`src/rtl/irqa_pkg.sv`:
```
// Package: shared constants and the output-mode type for the interrupt aggregator.
// Assumes: the flag ordering below is fixed; other blocks decode it.
package irqa_pkg;
    localparam int unsigned IRQA_NUM_FLAGS = 17;

    // Gating polarity per index: 1 = enable-type, 0 = mask-type.
    localparam logic [IRQA_NUM_FLAGS-1:0] IRQA_ENABLE_TYPE = 17'b1_1111_0000_0010_0001;

    typedef enum logic {
        PIN_LEVEL = 1'b0,
        PIN_EDGE  = 1'b1
    } pin_mode_e;
endpackage

```
`src/rtl/irqa_flag_bank.sv`:
```
// Module: irqa_flag_bank
// Holds the sticky status flags. An event sets a flag, and a write-one-to-clear
// access clears it. If both hit the same bit in one cycle, the set wins.
// Assumes: a synchronous active-low reset; event pulses are already in this clock domain.
module irqa_flag_bank #(
    parameter int unsigned NUM_FLAGS = 17
) (
    input  logic                 clk,
    input  logic                 rst_n,
    input  logic [NUM_FLAGS-1:0] set_evt,
    input  logic                 clr_en,
    input  logic [NUM_FLAGS-1:0] clr_bits,
    output logic [NUM_FLAGS-1:0] flags
);
    logic [NUM_FLAGS-1:0] clr_mask;

    // Clear mask: only active during a clear access.
    always_comb clr_mask = clr_en ? clr_bits : '0;

    for (genvar i = 0; i < NUM_FLAGS; i++) begin : g_flag
        // Per-flag storage: the set event has priority over the clear.
        always_ff @(posedge clk) begin
            if (!rst_n)
                flags[i] <= 1'b0;
            else if (set_evt[i])
                flags[i] <= 1'b1;
            else if (clr_mask[i])
                flags[i] <= 1'b0;
        end
    end
endmodule

```
`src/rtl/irqa_gate.sv`:
```
// Module: irqa_gate
// Stores the gating bits and applies the per-index polarity. Each bit is either
// a mask (1 blocks) or an enable (1 passes). Produces the gated request.
// Assumes: ENABLE_TYPE is fixed at elaboration time.
module irqa_gate #(
    parameter int unsigned          NUM_FLAGS   = 17,
    parameter logic [NUM_FLAGS-1:0] ENABLE_TYPE = '0
) (
    input  logic                 clk,
    input  logic                 rst_n,
    input  logic                 load,
    input  logic [NUM_FLAGS-1:0] load_data,
    input  logic [NUM_FLAGS-1:0] flags,
    input  logic                 glb_en,
    output logic [NUM_FLAGS-1:0] gate_bits,
    output logic                 req_any
);
    logic [NUM_FLAGS-1:0] pass;

    // Gating register: cleared by reset, loaded as a whole word.
    always_ff @(posedge clk) begin
        if (!rst_n)
            gate_bits <= '0;
        else if (load)
            gate_bits <= load_data;
    end

    for (genvar i = 0; i < NUM_FLAGS; i++) begin : g_pol
        if (ENABLE_TYPE[i]) begin : g_en
            // Enable-type: the flag passes when the gate bit is 1.
            always_comb pass[i] = flags[i] & gate_bits[i];
        end else begin : g_mask
            // Mask-type: the flag passes when the gate bit is 0.
            always_comb pass[i] = flags[i] & ~gate_bits[i];
        end
    end

    // Merged request, qualified by the global enable.
    always_comb req_any = glb_en & (|pass);
endmodule

```
`src/rtl/irqa_pin_mux.sv`:
```
// Module: irqa_pin_mux
// Turns the merged request into pin controls. Level mode uses an open-drain
// low drive. Edge mode gives a one-cycle high pulse on each rise. While reset
// is held, the pin carries the test-chain input.
// Assumes: the rise history is tracked in both modes, so a mode change alone
// creates no pulse.
module irqa_pin_mux
    import irqa_pkg::*;
(
    input  logic      clk,
    input  logic      rst_n,
    input  logic      req_any,
    input  pin_mode_e mode,
    input  logic      test_in,
    output logic      pin_oe,
    output logic      pin_o
);
    logic req_d;
    logic rise;

    // Request history for rise detection.
    always_ff @(posedge clk) begin
        if (!rst_n)
            req_d <= 1'b0;
        else
            req_d <= req_any;
    end

    // A rise is a pending request with no request in the previous cycle.
    always_comb rise = req_any & ~req_d;

    // Pin selection: reset override first, then the chosen mode.
    always_comb begin
        if (!rst_n) begin
            pin_oe = 1'b1;
            pin_o  = test_in;
        end else if (mode == PIN_EDGE) begin
            pin_oe = 1'b1;
            pin_o  = rise;
        end else begin
            pin_oe = req_any;
            pin_o  = 1'b0;
        end
    end
endmodule

```
`src/rtl/irq_aggregator.sv`:
```
// Module: irq_aggregator (top)
// Merges the sticky status flags into one interrupt pin. Each flag has its own
// gating bit, with mask or enable polarity. The pin has a level mode and an
// edge mode, and a test override while reset is held.
// Assumes: register accesses arrive as single-cycle strobes from the register file.
module irq_aggregator
    import irqa_pkg::*;
#(
    parameter int unsigned          NUM_FLAGS   = IRQA_NUM_FLAGS,
    parameter logic [NUM_FLAGS-1:0] ENABLE_TYPE = IRQA_ENABLE_TYPE
) (
    input  logic                 clk,
    input  logic                 rst_n,
    input  logic [NUM_FLAGS-1:0] evt_pulse,
    input  logic                 clr_wr,
    input  logic [NUM_FLAGS-1:0] clr_data,
    input  logic                 gate_wr,
    input  logic [NUM_FLAGS-1:0] gate_data,
    input  logic                 glb_en,
    input  logic                 edge_mode,
    input  logic                 test_in,
    output logic [NUM_FLAGS-1:0] flag_q,
    output logic [NUM_FLAGS-1:0] gate_q,
    output logic                 pin_oe,
    output logic                 pin_o
);
    logic      req_any;
    pin_mode_e mode;

    // Mode decode from the configuration bit.
    always_comb mode = edge_mode ? PIN_EDGE : PIN_LEVEL;

    irqa_flag_bank #(.NUM_FLAGS(NUM_FLAGS)) flags_i (
        .clk      (clk),
        .rst_n    (rst_n),
        .set_evt  (evt_pulse),
        .clr_en   (clr_wr),
        .clr_bits (clr_data),
        .flags    (flag_q)
    );

    irqa_gate #(.NUM_FLAGS(NUM_FLAGS), .ENABLE_TYPE(ENABLE_TYPE)) gate_i (
        .clk       (clk),
        .rst_n     (rst_n),
        .load      (gate_wr),
        .load_data (gate_data),
        .flags     (flag_q),
        .glb_en    (glb_en),
        .gate_bits (gate_q),
        .req_any   (req_any)
    );

    irqa_pin_mux pin_i (
        .clk     (clk),
        .rst_n   (rst_n),
        .req_any (req_any),
        .mode    (mode),
        .test_in (test_in),
        .pin_oe  (pin_oe),
        .pin_o   (pin_o)
    );
endmodule

```
`config.mk`:
```
export PLATFORM = sky130hd
export DESIGN_NAME = irq_aggregator
export DESIGN_NICKNAME = d
export VERILOG_FILES = /design/src/rtl/irqa_pkg.sv /design/src/rtl/irqa_flag_bank.sv /design/src/rtl/irqa_gate.sv /design/src/rtl/irqa_pin_mux.sv /design/src/rtl/irq_aggregator.sv
export SDC_FILE = /design/constraint.sdc
export NUM_CORES = 1
export LEC_CHECK = 0
export CAP_MARGIN = 10
export CORE_MARGIN = 4
export CORE_UTILIZATION = 38
export CTS_CLUSTER_DIAMETER = 200
export DETAILED_ROUTE_END_ITERATION = 6
export GPL_ROUTABILITY_DRIVEN = 0
export PLACE_DENSITY = 0.84
export SLEW_MARGIN = 5
export SYNTH_ARGS = -nofsm -noshare
export SYNTH_HDL_FRONTEND = slang
export SYNTH_SLANG_ARGS = --single-unit
```
`constraint.sdc`:
```
create_clock -name clk -period 2.05 [get_ports clk]
set_clock_uncertainty 0.05 [all_clocks]
set_input_delay 0.41 -clock clk [delete_from_list [all_inputs] [get_ports clk]]
set_output_delay 0.41 -clock clk [all_outputs]
set_load 0.02 [all_outputs]
```
# After elaboration in Yosys (flattened, before gate mapping)
# Cells that the tools add are included.
dict set report classes {
  n_mux 40
  n_eq_ne 0
  n_reduce_logical 18
  magnitude_cmp 0
  n_addsub 0
  n_div 0
  n_bitwise 30
  shift 0
  mul 0
}
# operator count
set ops {}
lappend ops {{2-to-1 mux 1 bit} 39}
lappend ops {{nonzero test 2 bit} 17}
lappend ops {{bitwise AND 1 bit} 19}
lappend ops {{2-to-1 mux 17 bit} 1}
lappend ops {{OR reduction 17 bit} 1}
lappend ops {{NOT 1 bit} 11}
dict set report totals {
  ramBits 0
  inputBits 58
  memories 0
  register_bits 35
  latchBits 0
  output_inout_bits 36
  elab_cells 107
  rom_bits 0
}

# Logic depth before layout (Yosys ltp)
# Gate-level depths: netlist of the first run.
dict set report depth {
  depth_word 7
  depth_mapped 5
  mapped_depth_nobuf 4
}

# Modules after synthesis
# From an unflattened synthesis of the first run, not the netlist that was laid out.
dict set report hier_totals {
  hier_cells 152
  hier_area_um2 1431.4
}
# mod cells_per_inst instances seq_area_each_um2 area_each_um2
set by_module_without_submodules {}
lappend by_module_without_submodules {irqa_gate 74 1 340.3 762.0}
lappend by_module_without_submodules {irqa_flag_bank 71 1 340.3 616.8}
lappend by_module_without_submodules {irqa_pin_mux 7 1 20.0 52.6}

# Least setup slack after synthesis of the first run
# No wires, ideal clock.
dict set report synth_timing {
  path_type {flip-flop to output port}
  startpoint {register flags_i.flags[15]}
  endpoint {output port pin_oe}
  path_buffers 0
  arrival_time_ns 1.338
  path_slack_ns 0.252
  path_stages_with_launch 5
  t_required_ns 1.590
  path_cell_list {dfxtp_1 a22oi_2 o2111ai_1 nor4_2 a41oi_1}
}
dict set report synth_via {
  elab_chain_cells 5
}
# item line_no
set synth_lines {}
lappend synth_lines {{start, declared} irqa_flag_bank.sv:13} ;# output logic [NUM_FLAGS-1:0] flags
lappend synth_lines {{start signal, assigned by index} irqa_flag_bank.sv:24} ;# flags[i] <= 1'b0;
lappend synth_lines {{start signal, assigned by index} irqa_flag_bank.sv:26} ;# flags[i] <= 1'b1;
lappend synth_lines {{start signal, assigned by index} irqa_flag_bank.sv:28} ;# flags[i] <= 1'b0;
lappend synth_lines {{bitwise AND 1 bit} irqa_gate.sv:31} ;# always_comb pass[i] = flags[i] & gate_bits[i];
lappend synth_lines {{OR reduction 17 bit} irqa_gate.sv:39} ;# always_comb req_any = glb_en & (|pass);
lappend synth_lines {{bitwise AND 1 bit} irqa_gate.sv:39}
lappend synth_lines {{2-to-1 mux 1 bit} irqa_pin_mux.sv:37} ;# end else if (mode == PIN_EDGE) begin
lappend synth_lines {{2-to-1 mux 1 bit} irqa_pin_mux.sv:34} ;# if (!rst_n) begin
lappend synth_lines {{end, declared} irq_aggregator.sv:24} ;# output logic pin_oe,
# No other way between the ends.

# Final worst setup path of the first run
dict set report layout_timing {
  startpoint {register gate_i.gate_bits[8]}
  endpoint {output port pin_oe}
}
dict set report layout_via {
  elab_chain_cells 6
}
# item line_no
set layout_lines {}
lappend layout_lines {{start, declared} irqa_gate.sv:15} ;# output logic [NUM_FLAGS-1:0] gate_bits,
lappend layout_lines {{start signal, assigned} irqa_gate.sv:25} ;# gate_bits <= load_data;
lappend layout_lines {{NOT 1 bit} irqa_gate.sv:34} ;# always_comb pass[i] = flags[i] & ~gate_bits[i];
lappend layout_lines {{bitwise AND 1 bit} irqa_gate.sv:34}
lappend layout_lines {{OR reduction 17 bit} irqa_gate.sv:39}
lappend layout_lines {{bitwise AND 1 bit} irqa_gate.sv:39}
lappend layout_lines {{2-to-1 mux 1 bit} irqa_pin_mux.sv:37}
lappend layout_lines {{2-to-1 mux 1 bit} irqa_pin_mux.sv:34}
# No other way between the ends.

==> flow_metrics.tcl, run 1 <==
set metrics [dict create \
    status "completed" \
    dieArea_um2 4872 \
    dpl.hpwl_um 3518 \
    min_path_cells 2 \
    die-height_um 69.80 \
    clock-sinks 35 \
    r2r_end "pin_i.req_d" \
    ys.warnings.count 0 \
    worstHoldPathType "flop to flop" \
    relSlewSlack_pct 81.51 \
    period_share_pct 99.11 \
    num_rows 22 \
    die_w_um 69.80 \
    post_drt_wl_per_cell_um 13.68 \
    hold_viol 0 \
    drive_above_1_share_pct 19.37 \
    grt_pass1_wl_um 7279 \
    worstMarginPinSlew_ps 277.4 \
    grt_max_degree 23 \
    start_util_pct 39.35 \
    syn2layout_area_growth_pct 92.76 \
    fin_area_um2 2798 \
    path_max_fanout 3 \
    io-pin-count 94 \
    grt_antenna_before_repair 0 \
    drtIter0Drc 57 \
    drv_slew 0 \
    drc 0 \
    cp_data_required_time_ps 1590 \
    holdPathEnd "gate_i.gate_bits[9]" \
    crit_path_max_incr_delay_ps 320 \
    clk_pin_slew_worst_paths_ps 70 \
    grt_use_total_pct 19.03 \
    synth_top_area_cell "dfxtp_1" \
    r2r_start "gate_i.gate_bits[8]" \
    grt_overflow_total 0 \
    max_cap_viol_count 0 \
    clockBufferDepth 2 \
    dpl_cell_area_um2 2674 \
    r2r_setup_slack_ps 800 \
    setup_viol 0 \
    fmax_mhz 492.2 \
    yosysSeqAreaShare_pct 48.28 \
    htree_levels 2 \
    ys_top_cells_by_area "dfxtp_1, nor2b_1, mux2i_1" \
    ys_types 19 \
    synth_seq_cells 35 \
    p_leak_nw 1.190 \
    drtPass1Iterations 4 \
    worstPathArrival_ps 1570 \
    holdBufCountCts 0 \
    clk_latency_ps 280 \
    drt-total-wl_um 4542 \
    crit_slowest_cell "dfxtp_2" \
    power.density_nw_per_um2 613.4 \
    antenna_left 0 \
    cp-start-kind "flop" \
    final_common_cell "clkdlybuf4s50_1" \
    power_w 0.001716 \
    avgViaCountPerCell 4.590 \
    min_from "gate_i.gate_bits[9]" \
    yosysTopAreaCellShare_pct 48.28 \
    synth_fp_nets 216 \
    syn_inst 158 \
    fin_crit_ps 2032 \
    vias 1524 \
    hold-worst-slack_ps 495.8 \
    ctsRootBufferMaster "clkbuf_8" \
    final_cell_mix "clkdlybuf4s50_1, nor2b_1, buf_4" \
    core_area_um2 3689 \
    fin_util_pct 75.85 \
    cts_made_buffers 5 \
    critPathKind "flop to output pin" \
    syn_area_um2 1451 \
    grt_setup_unrepaired "yes" \
    cts_tree "yes" \
    avgSynthCellArea_um2 9.186 \
    portBuffers 93 \
    tns_ps 0 \
    finalNetCount 342 \
    vdd.ir_drop.worst_mv 0.4525 \
    cp_cell_sequence "nand2b_4 > o2111ai_2 > nor4_2 > buf_4 > a41oi_2 > buf_2" \
    reg2reg_depth 5 \
    endpoint_kind "output pin" \
    grt_pass1_vias 1585 \
    diodes 0 \
]
## timing repair
| item | in CTS | in global routing |
|---|---|---|
| gates resized for setup | 13 | 7 |
| buffers inserted | 0 | 0 |
| hold endpoints to repair | 0 | 0 |
| pin swaps | 1 | 2 |
| setup endpoints to repair | 2 | 2 |
## cell type report
cell class                      instances  area [um^2]
Clock inverter                          1        5.005
Multi-Input combinational cell        106        718.2
Inverter                                9        33.78
Timing Repair Buffer                  127         1194
Sequential cell                        35        704.4
Fill cell                             276        890.9
Clock buffer                            6        82.58
Tap cell                               48        60.06
## report_power, final
part           total (W)  internal (W)  leakage (nW)  switching (W)
clock network   0.000497      0.000263        0.0470       0.000233
registers       0.000754      0.000726         0.292      0.0000282
logic           0.000465      0.000283         0.850       0.000182
## critical path: cells and delay by family, from the launching register on
kind / cells / cell delay, ps
AND/OR/NAND/NOR: 2 / 400
buffers and inverters: 2 / 330
flip-flops: 1 / 320
AO/OA/AOI/OAI: 2 / 240
## per-layer routing
metal,part of all wire [%],wire length [um],vias to the layer above,global-route usage (%)
met4,2.1,96,0,8.298
met2,49,2225,55,31.58
met3,7.3,331,9,6.667
met1,42,1889,687,21.99
met5,0,0,-,0
li1,-,-,773,-
## cell usage after synthesis
master     number
nor2b_1        36
dfxtp_1        35
nand2_1        20
a21oi_1        19
mux2i_1        17
inv_1           9
clkbuf_1        5
a22oi_2         2
buf_2           2
nand2b_1        2
o2111ai_1       2
o22ai_1         2
a222oi_1        1
a41oi_1         1
buf_4           1
nor2_1          1
nor3_1          1
nor3b_1         1
nor4_2          1
## state kept, by name, indices dropped and copies added (netlist names)
register	count
gate_i.gate_bits	17
flags_i.flags	17
pin_i.req_d	1
## per-stage QoR
stage          worst slack, ps  instances
2_1_floorplan            251.6        158
3_3_place_gp            -362.7        325
3_5_place_dp            -379.8        325
4_1_cts                 -31.03        332
5_1_grt                 -83.08        332
6_report                 18.16        332
## kinds of logic (layout without fill, tap and decap cells)
group | count (synthesis) | in the layout | synth area share [%]
AO/OA/AOI/OAI | 27 | 27 | 11.64
buffers and inverters | 17 | 143 | 4.828
flip-flops | 35 | 35 | 48.28
multiplexers | 17 | 17 | 11.72
AND/OR/NAND/NOR | 62 | 62 | 23.53
## how the worst max path moves through the flow
stage | end | slack [ps] | cells after the start | startpoint
6_report | pin_oe | 20 | 6 | gate_i.gate_bits[8]
5_1_grt | pin_oe | -80 | 6 | gate_i.gate_bits[15]
4_1_cts | pin_oe | -30 | 6 | gate_i.gate_bits[8]
3_5_place_dp | pin_o | -380 | 6 | rst_n
2_1_floorplan | pin_oe | 250 | 4 | flags_i.flags[15]
3_3_place_gp | pin_o | -360 | 6 | rst_n
No activity file was read; power rests on OpenSTA's default activity.
==> run 2, diff against run 1 <==
--- a/config.mk
+++ b/config.mk
@@ -6,6 +6,7 @@
 export NUM_CORES = 1
 export LEC_CHECK = 0
 export CAP_MARGIN = 10
+export CORE_ASPECT_RATIO = 0.7
 export CORE_MARGIN = 4
 export CORE_UTILIZATION = 38
 export CTS_CLUSTER_DIAMETER = 200
==> run 2 against run 1 <==
Effect of this change: the flow now finishes with violations (negative setup slack); sequential power barely moved; sequential cell count unchanged; wire length down 1.9%; critical path depth stayed put; highest routed layer unchanged.
==> flow_metrics.tcl, run 2 (synthesis results as in run 1) <==
set metrics [dict create \
    final_cell_mix "clkdlybuf4s50_1, nor2b_1, dfxtp_1, buf_4, nand2_1" \
    worstMarginPinSlew_ps 314.5 \
    worstPathArrival_ps 1610 \
    dp_cells 326 \
    cp_data_required_time_ps 1590 \
    grt_setup_unrepaired "yes" \
    drv_slew 0 \
    status "complete, but fails checks" \
    grt_use_total_pct 18.19 \
    cp-startpoint "gate_i.gate_bits[6]" \
    r2r_start "gate_i.gate_bits[6]" \
    max_cap_viol_count 0 \
    io-pin-count 94 \
    cts_made_buffers 5 \
    endpoint_kind "output pin" \
    die_w_um 81.87 \
    hold_viol 0 \
    min_from "gate_i.gate_bits[1]" \
    fin_area_um2 2786 \
    critPathKind "flop to output pin" \
    portBuffers 93 \
    drive_above_1_share_pct 17.67 \
    clk_latency_ps 280 \
    critical_path.top_delay_family "simple AND/OR/NAND/NOR gates" \
    cts_tree "yes" \
    worstHoldPathType "flop to flop" \
    vias 1523 \
    fill_cells 272 \
    clock-sinks 35 \
    die-height_um 59.71 \
    min_path_cells 2 \
    grt_antenna_before_repair 0 \
    dpl_cell_area_um2 2669 \
    clk_pin_slew_worst_paths_ps 70 \
    tns_ps -17.14 \
    crit_slowest_cell "dfxtp_2" \
    final_common_cell "clkdlybuf4s50_1" \
    avgViaCountPerCell 4.574 \
    relSlewSlack_pct 78.97 \
    reg2reg_depth 5 \
    dpl.hpwl_um 3524 \
    holdPathEnd "gate_i.gate_bits[1]" \
    r2r_end "pin_i.req_d" \
    grt_max_degree 20 \
    fmax_mhz 483.8 \
    violations "negative setup slack" \
    fin_crit_ps 2067 \
    grt_pass1_wl_um 6651 \
    ctsRootBufferMaster "clkbuf_8" \
    setup_viol 1 \
    drc 0 \
    r2r_setup_slack_ps 810 \
    cp_cell_sequence "nand2b_4 > o2111ai_4 > nor4_2 > buf_4 > a41oi_1 > buf_2" \
    syn2layout_area_growth_pct 91.98 \
    finalNetCount 341 \
    start_util_pct 40.28 \
    crit_path_max_incr_delay_ps 330 \
    cp-start-kind "flop" \
    drtIter0Drc 37 \
    grt_overflow_total 0 \
    grt_pass1_vias 1564 \
    drtPass1Iterations 4 \
    num_rows 18 \
    power.density_nw_per_um2 613.3 \
    drt-total-wl_um 4455 \
    clockBufferDepth 2 \
    holdBufCountCts 0 \
    power_w 0.001709 \
    reg_top3 "flags_i.flags (17), gate_i.gate_bits (17), pin_i.req_d (1)" \
    dieArea_um2 4888 \
    finalWorstSetupSlack_ps -17.14 \
    path_max_fanout 3 \
    core_area_um2 3603 \
    vdd.ir_drop.worst_mv 0.4536 \
    final_cells 333 \
    antenna_left 0 \
    p_leak_nw 1.181 \
    htree_levels 2 \
    cts_setup_buffers 0 \
    period_share_pct 100.8 \
    diodes 0 \
    path_buf_inv 2 \
    post_drt_wl_per_cell_um 13.38 \
]
run 2: final cells by class:
cell class	instances	area (um^2)	share of cell area, %
repair buffers	126	1186	42.57
multi-input cells	106	713.2	25.59
inverters	9	33.78	1.212
clock inverters	1	5.005	0.1796
well taps	50	62.56	2.245
clock buffers	6	82.58	2.964
flip-flops and latches	35	703.2	25.24
run 2: what timing repair did:
item	in CTS	in global routing
setup endpoints to repair	2	2
pin swaps	1	2
gates resized for setup	10	7
run 2: metal layers:
| metal | vias to the layer above | track usage, % | share of wire (%) |
|---|---|---|---|
| li1 | 771 | - | - |
| met2 | 62 | 31.53 | 46 |
| met5 | - | 0 | 0 |
| met3 | 7 | 6.175 | 8.8 |
| met4 | 0 | 5.687 | 0.94 |
| met1 | 683 | 21.24 | 45 |
run 2: power breakdown:
| group | internal (W) | total, W | switching (W) | leakage [nW] |
|---|---|---|---|---|
| clock | 0.000263 | 0.000491 | 0.000228 | 0.0470 |
| combinational | 0.000281 | 0.000462 | 0.000181 | 0.842 |
| sequential | 0.000726 | 0.000755 | 0.0000295 | 0.292 |
| total | 0.00127 | 0.00171 | 0.000438 | 1.18 |
run 2: per-stage QoR:
step / hold WS [ps] / utilization, % / setup WS, ps
finish: 493.0 / 77.33 / -17.14
detailed placement: 469.6 / 74.06 / -405.1
global placement: 475.8 / 74.06 / -340.7
CTS: 481.0 / 76.39 / -66.53
global route: 531.4 / 77.33 / -119.8
floorplan: 498.5 / - / 251.6
run 2: tightest hold or removal path: stages, from the launching register on:
cell	delay (ps)
dfxtp_1	320
mux2i_1	120
nor2b_1	60
run 2: worst max path at each step:
stage / end / slack [ps] / cells after the start
finish: pin_oe / -20 / 6
global route: pin_oe / -120 / 6
CTS: pin_oe / -70 / 6
detailed placement: pin_o / -410 / 6
global placement: pin_o / -340 / 6
floorplan: pin_oe / 250 / 4
